==> src/rtl/irq_arb_pkg.sv <==
package irq_arb_pkg;
  parameter int unsigned LVL_W   = 3;
  localparam int unsigned NUM_LVL = 1 << LVL_W;
  typedef logic [LVL_W-1:0] lvl_t;
endpackage

==> src/rtl/irq_pend_bank.sv <==
module irq_pend_bank #(
  parameter int unsigned N_SRC = 40
) (
  input  logic             clk,
  input  logic             rst_n,
  input  logic [N_SRC-1:0] req,
  input  logic [N_SRC-1:0] clr,
  output logic [N_SRC-1:0] pend
);
  for (genvar i = 0; i < N_SRC; i++) begin : g_bit
    always_ff @(posedge clk) begin
      if (!rst_n)      pend[i] <= 1'b0;
      else if (clr[i]) pend[i] <= 1'b0;
      else if (req[i]) pend[i] <= 1'b1;
    end

    AST_PEND_HELD: assert property (@(posedge clk) disable iff (!rst_n)
      (pend[i] && !clr[i]) |=> pend[i]);
    AST_CLEAR_WINS: assert property (@(posedge clk) disable iff (!rst_n)
      clr[i] |=> !pend[i]);
  end
endmodule

==> src/rtl/irq_arb_pick.sv <==
module irq_arb_pick
  import irq_arb_pkg::*;
#(
  parameter int unsigned N_SRC = 40,
  parameter int unsigned IDX_W = 6
) (
  input  logic [N_SRC-1:0]       elig,
  input  logic [N_SRC*LVL_W-1:0] lvl_flat,
  output logic                   win_v,
  output lvl_t                   win_lvl,
  output logic [IDX_W-1:0]       win_idx
);
  localparam int unsigned LEAVES = 1 << $clog2(N_SRC);
  localparam int unsigned NODES  = 2 * LEAVES - 1;

  logic             nd_v [NODES];
  lvl_t             nd_l [NODES];
  logic [IDX_W-1:0] nd_i [NODES];

  // leaves in index order; left subtrees always hold lower indices
  for (genvar i = 0; i < LEAVES; i++) begin : g_leaf
    if (i < N_SRC) begin : g_real
      assign nd_v[LEAVES-1+i] = elig[i];
      assign nd_l[LEAVES-1+i] = lvl_flat[i*LVL_W +: LVL_W];
      assign nd_i[LEAVES-1+i] = IDX_W'(i);
    end else begin : g_pad
      assign nd_v[LEAVES-1+i] = 1'b0;
      assign nd_l[LEAVES-1+i] = '1;
      assign nd_i[LEAVES-1+i] = '0;
    end
  end

  for (genvar k = 0; k < LEAVES - 1; k++) begin : g_node
    logic take_left;
    // ties go left so the lower index survives
    assign take_left = nd_v[2*k+1] &&
                       (!nd_v[2*k+2] || (nd_l[2*k+1] <= nd_l[2*k+2]));
    assign nd_v[k] = nd_v[2*k+1] || nd_v[2*k+2];
    assign nd_l[k] = take_left ? nd_l[2*k+1] : nd_l[2*k+2];
    assign nd_i[k] = take_left ? nd_i[2*k+1] : nd_i[2*k+2];
  end

  assign win_v   = nd_v[0];
  assign win_lvl = nd_l[0];
  assign win_idx = nd_i[0];
endmodule

==> src/rtl/irq_svc_stack.sv <==
module irq_svc_stack
  import irq_arb_pkg::*;
(
  input  logic clk,
  input  logic rst_n,
  input  logic push,
  input  lvl_t push_lvl,
  input  logic pop,
  output logic busy,
  output lvl_t top_lvl
);
  localparam int unsigned DEP_W = $clog2(NUM_LVL + 1);
  localparam int unsigned PTR_W = $clog2(NUM_LVL);

  lvl_t             slot [NUM_LVL];
  logic [DEP_W-1:0] depth;
  logic [DEP_W-1:0] wr_pos;
  logic [PTR_W-1:0] top_ptr;
  logic             eff_pop;

  assign eff_pop = pop && busy;
  assign busy    = (depth != '0);
  assign top_ptr = PTR_W'(depth - DEP_W'(1));
  assign top_lvl = busy ? slot[top_ptr] : '0;
  // a simultaneous pop and push replaces the top entry
  assign wr_pos  = eff_pop ? depth - DEP_W'(1) : depth;

  always_ff @(posedge clk) begin
    if (!rst_n) depth <= '0;
    else        depth <= depth - DEP_W'(eff_pop) + DEP_W'(push);
  end

  for (genvar k = 0; k < NUM_LVL; k++) begin : g_slot
    always_ff @(posedge clk) begin
      if (!rst_n)                              slot[k] <= '0;
      else if (push && (wr_pos == DEP_W'(k)))  slot[k] <= push_lvl;
    end
  end

  AST_NO_OVERFLOW: assert property (@(posedge clk) disable iff (!rst_n)
    (push && !eff_pop) |-> (depth < DEP_W'(NUM_LVL)));
  AST_STRICT_NEST: assert property (@(posedge clk) disable iff (!rst_n)
    (push && busy && !eff_pop) |-> (push_lvl < top_lvl));
  AST_POP_EMPTY: assert property (@(posedge clk) disable iff (!rst_n)
    (pop && !push && !busy) |=> !busy);
endmodule

==> src/rtl/irq_prio_arb.sv <==
module irq_prio_arb
  import irq_arb_pkg::*;
#(
  parameter int unsigned N_SRC = 40,
  localparam int unsigned IDX_W = (N_SRC > 1) ? $clog2(N_SRC) : 1
) (
  input  logic                   clk,
  input  logic                   rst_n,
  input  logic [N_SRC-1:0]       irq_req,
  input  logic [N_SRC-1:0]       irq_mask,
  input  logic [N_SRC*LVL_W-1:0] irq_level,
  input  logic                   core_id,
  input  logic                   core_np,
  output logic                   ack_valid,
  input  logic                   ack_ready,
  output logic [IDX_W-1:0]       ack_index,
  output logic [LVL_W-1:0]       ack_level,
  input  logic                   svc_done
);
  logic [N_SRC-1:0] pend;
  logic [N_SRC-1:0] elig;
  logic [N_SRC-1:0] clr;
  logic             win_v;
  lvl_t             win_lvl;
  logic [IDX_W-1:0] win_idx;
  logic             svc_busy;
  lvl_t             svc_top;
  logic             core_open;
  logic             outranks;
  logic             fire;

  irq_pend_bank #(.N_SRC(N_SRC)) u_pend (
    .clk(clk), .rst_n(rst_n), .req(irq_req), .clr(clr), .pend(pend)
  );

  assign elig = pend & ~irq_mask;

  irq_arb_pick #(.N_SRC(N_SRC), .IDX_W(IDX_W)) u_pick (
    .elig(elig), .lvl_flat(irq_level),
    .win_v(win_v), .win_lvl(win_lvl), .win_idx(win_idx)
  );

  irq_svc_stack u_stack (
    .clk(clk), .rst_n(rst_n), .push(fire), .push_lvl(win_lvl),
    .pop(svc_done), .busy(svc_busy), .top_lvl(svc_top)
  );

  assign core_open = !core_id && !core_np;
  assign outranks  = !svc_busy || (win_lvl < svc_top);
  assign ack_valid = win_v && core_open && outranks;
  assign ack_index = win_idx;
  assign ack_level = win_lvl;
  assign fire      = ack_valid && ack_ready;

  for (genvar i = 0; i < N_SRC; i++) begin : g_clr
    assign clr[i] = fire && (win_idx == IDX_W'(i));
  end

  AST_CORE_BLOCK: assert property (@(posedge clk) disable iff (!rst_n)
    (core_id || core_np) |-> !ack_valid);
  AST_OFFER_UNMASKED: assert property (@(posedge clk) disable iff (!rst_n)
    ack_valid |-> (pend[ack_index] && !irq_mask[ack_index]));
  AST_ONE_CLEAR: assert property (@(posedge clk) disable iff (!rst_n)
    $countones(clr) <= 1);
endmodule

==> config.mk <==
export PLATFORM = sky130hd
export DESIGN_NAME = irq_prio_arb
export DESIGN_NICKNAME = d
export VERILOG_FILES = /design/src/rtl/irq_arb_pkg.sv /design/src/rtl/irq_pend_bank.sv /design/src/rtl/irq_arb_pick.sv /design/src/rtl/irq_svc_stack.sv /design/src/rtl/irq_prio_arb.sv
export SDC_FILE = /design/constraint.sdc
export NUM_CORES = 1
export LEC_CHECK = 0
export ABC_AREA = 1
export BUFFER_PORTS_ARGS = -buffer_cell sky130_fd_sc_hd__buf_2
export CELL_PAD_IN_SITES_DETAIL_PLACEMENT = 1
export CELL_PAD_IN_SITES_GLOBAL_PLACEMENT = 1
export CORE_ASPECT_RATIO = 0.5
export CORE_MARGIN = 2
export CORE_UTILIZATION = 38
export CTS_BUF_LIST = sky130_fd_sc_hd__clkbuf_8
export DETAILED_ROUTE_END_ITERATION = 7
export PLACE_DENSITY = 0.83
export SYNTH_ARGS = -nofsm -noshare
export SYNTH_HDL_FRONTEND = slang
export SYNTH_SLANG_ARGS = --single-unit
==> constraint.sdc <==
create_clock -name clk -period 30.3 [get_ports clk]
set_input_delay 6.06 -clock clk [delete_from_list [all_inputs] [get_ports clk]]
set_output_delay 6.06 -clock clk [all_outputs]
set_load 0.005 [all_outputs]
==> results.toml <==
[floorplan]
die-area_sq_um = 25100
start_util_pct = 39.2
rows = 39
core_area_sq_um = 23100
pin_count = 216
die_w_um = 222
die_height_um = 113

[global_routing]
grt_usage_pct = 25.4
grt_pass1_wl_um = 51700
antenna_found_initial = 1
grt_max_degree = 63
grt_overflow = 0
grt_pass1_vias = 10800

[synthesis]
seq_area_frac_synth_pct = 17.7
synth_top_flop_cell = "dfxtp_1"
synth_top_cell_by_area = "ha_1"
synth_top_cell_area_share_pct = 17.6
synth.net_count = 1834
syn_area_sq_um = 9050
synthTopCellsByArea = "ha_1 18%, nand2_1 16%, inv_1 9.8%"
syn_avg_cell_area_sq_um = 6.03
synth-seq-cells = 68
synth_edf_count = 24
synth-async-reset-ratio_pct = 0
yosysMostFrequentCell = "nand2_1"
postSynthCellCount = 1500
synthTopCellsByCount = "378 x nand2_1, 237 x inv_1, 209 x nor2_1, 127 x ha_1, 118 x nand3_1"
yosys_warnings = 0
synth.distinct_cells = 51

[clock_tree]
clock_latency_ps = 380
cts_root_buf = "clkbuf_8"
cts_buffers = 9
hold_buffers = 0
ctsResizeCount = 0
cts_max_path_buffers = 2
post_cts_buffers = 0
cts_max_level = 3
cts_tree = "built"
numClockSinks = 68
clkTransAtPathRegs_ps = 70

[timing]
skew_ps = 11.9
fin_ws_ps = 9170
timing.final.crit_share_pct = 69.7
hold_violations = 0
max_clock_freq_mhz = 47.3
tightest_slew_ps = 769
grt_setup_unrepaired = "no"
setup_violations = 0
slew_headroom_pct = 48.7
final-max-slew-violation-count = 0
final.setup.tns_ps = 0
min_period_ps = 21130

[layout]
drive_gt1_share_pct = 17.7
area_delta_synth_final_pct = 17.0
fin_nets = 2043
fillers = 3269
diodes = 0

[flow_run]
max_cap_violations = 0

[route]
drtAntennaViolNets = 0
drc_errors = 0
vias_per_cell = 5.14
vias = 10400
drt_iter0_drc = 625
wire_per_inst_um = 15.6
wirelength_um = 31400
drt_first_pass_iters = 5

[worst_setup_path]
max_stage_delay_ps = 430
crit_required_ps = 24240
path_class = "primary input to output port"
endpoint_kind = "output port"
crit_slowest_cell = "nor2_2"
crit_fanout = 11
critPathLaunchType = "primary input"
arrival_ps = 15070
crit_top_cell = "nand2_1"

[power_and_ir_drop]
power.total_mw = 1.11
leakage_nw = 5.95
power_density_nw_per_um2 = 105
peakVddDrop_mv = 0.0955

[placement]
io_buffers = 215
gp_congestion = 0.891
dp.final_hpwl_um = 27500
pre_cts_slack_ps = 9290

[status]
outcome = "completed"

[hold_path]
hold_class = "flop to flop"
registers in the layout, summed over array words and instances, names as in the netlist:
signal         count
u_stack.slot      24
u_pend.pend       40
u_stack.depth      4
critical path, delay by kind of cell:
| kind | cells | cell delay (ps) |
|---|---|---|
| adders and majority gates | 7 | 2180 |
| buffers and inverters | 10 | 1280 |
| and+or+nand+nor | 21 | 2470 |
| AOI/OAI and AO/OA | 15 | 3060 |
where the power goes:
part           internal [mW]  switching [mW]
registers              0.106         0.00866
clock network         0.0317          0.0392
logic                  0.259           0.665
total                  0.397           0.713
metrics by stage:
stage | cell area [sq um] | util [%] | hold slack (ps) | cells
final | 10600 | 45.9 | 576 | 2021
after global routing | 10600 | 45.9 | 609 | 2021
after CTS | 10600 | 45.9 | 579 | 2021
after detailed placement | 10400 | 45.1 | 557 | 2005
after global placement | 10400 | 45.1 | 546 | 2005
after floorplan | 9050 | - | 526 | 1500
layout by cell type, fill, tap and decap left out, types with 5 or more instances in the layout:
master and n:
nand2_2 5, nor3_2 8, clkbuf_8 10, nand3b_1 13
ha_1 127, o21ai_0 108, o22ai_1 7, a21oi_1 44
o22ai_2 6, edfxtp_1 24, nand4_1 11, dfxtp_1 44
nor2_1 209, nor2_2 11, o211ai_1 5, buf_2 215
inv_2 21, nor3_1 30, and2_1 12, nand2_1 378
o21ai_1 29, o21ai_2 7, inv_1 236, nand3_1 118
routing by layer:
layer | GRT usage (%) | part of all wire, %
met5 | 0 | 0.038
met4 | 5.54 | 1.4
met3 | 3.53 | 3.9
met2 | 45.6 | 48
met1 | 32.4 | 46
path summary, 6_finish.rpt:
| check | start | end | slack (ps) | depth (start not counted) |
|---|---|---|---|---|
| hold / removal | u_pend.pend[28] | u_pend.pend[28] | 580 | 4 |
| setup / recovery | irq_level[32] | ack_valid | 9170 | 53 |
| hold reg to reg | u_pend.pend[28] | u_pend.pend[28] | 580 | 4 |
| setup reg to reg | u_pend.pend[13] | u_stack.depth[2] | 20010 | 58 |
layout make-up:
class / instances / area (sq um) / area share (%)
clock inverters: 6 / 40.0 / 0.378
repair buffers: 216 / 1080 / 10.2
inverters: 260 / 978 / 9.24
clock buffers: 10 / 138 / 1.30
multi-input cells: 1154 / 6370 / 60.1
flip-flops and latches: 68 / 1600 / 15.1
well taps: 307 / 384 / 3.63
cell families after synthesis:
kind of cell               Yosys count  synth area share, %
AOI/OAI and AO/OA                  219                 13.9
xor gates and xnor gates             3                0.290
adders and majority gates          128                 17.8
buffers and inverters              278                 11.9
DFF                                 68                 17.7
and+or+nand+nor                    804                 38.4
(Power assumes the default switching activity.)
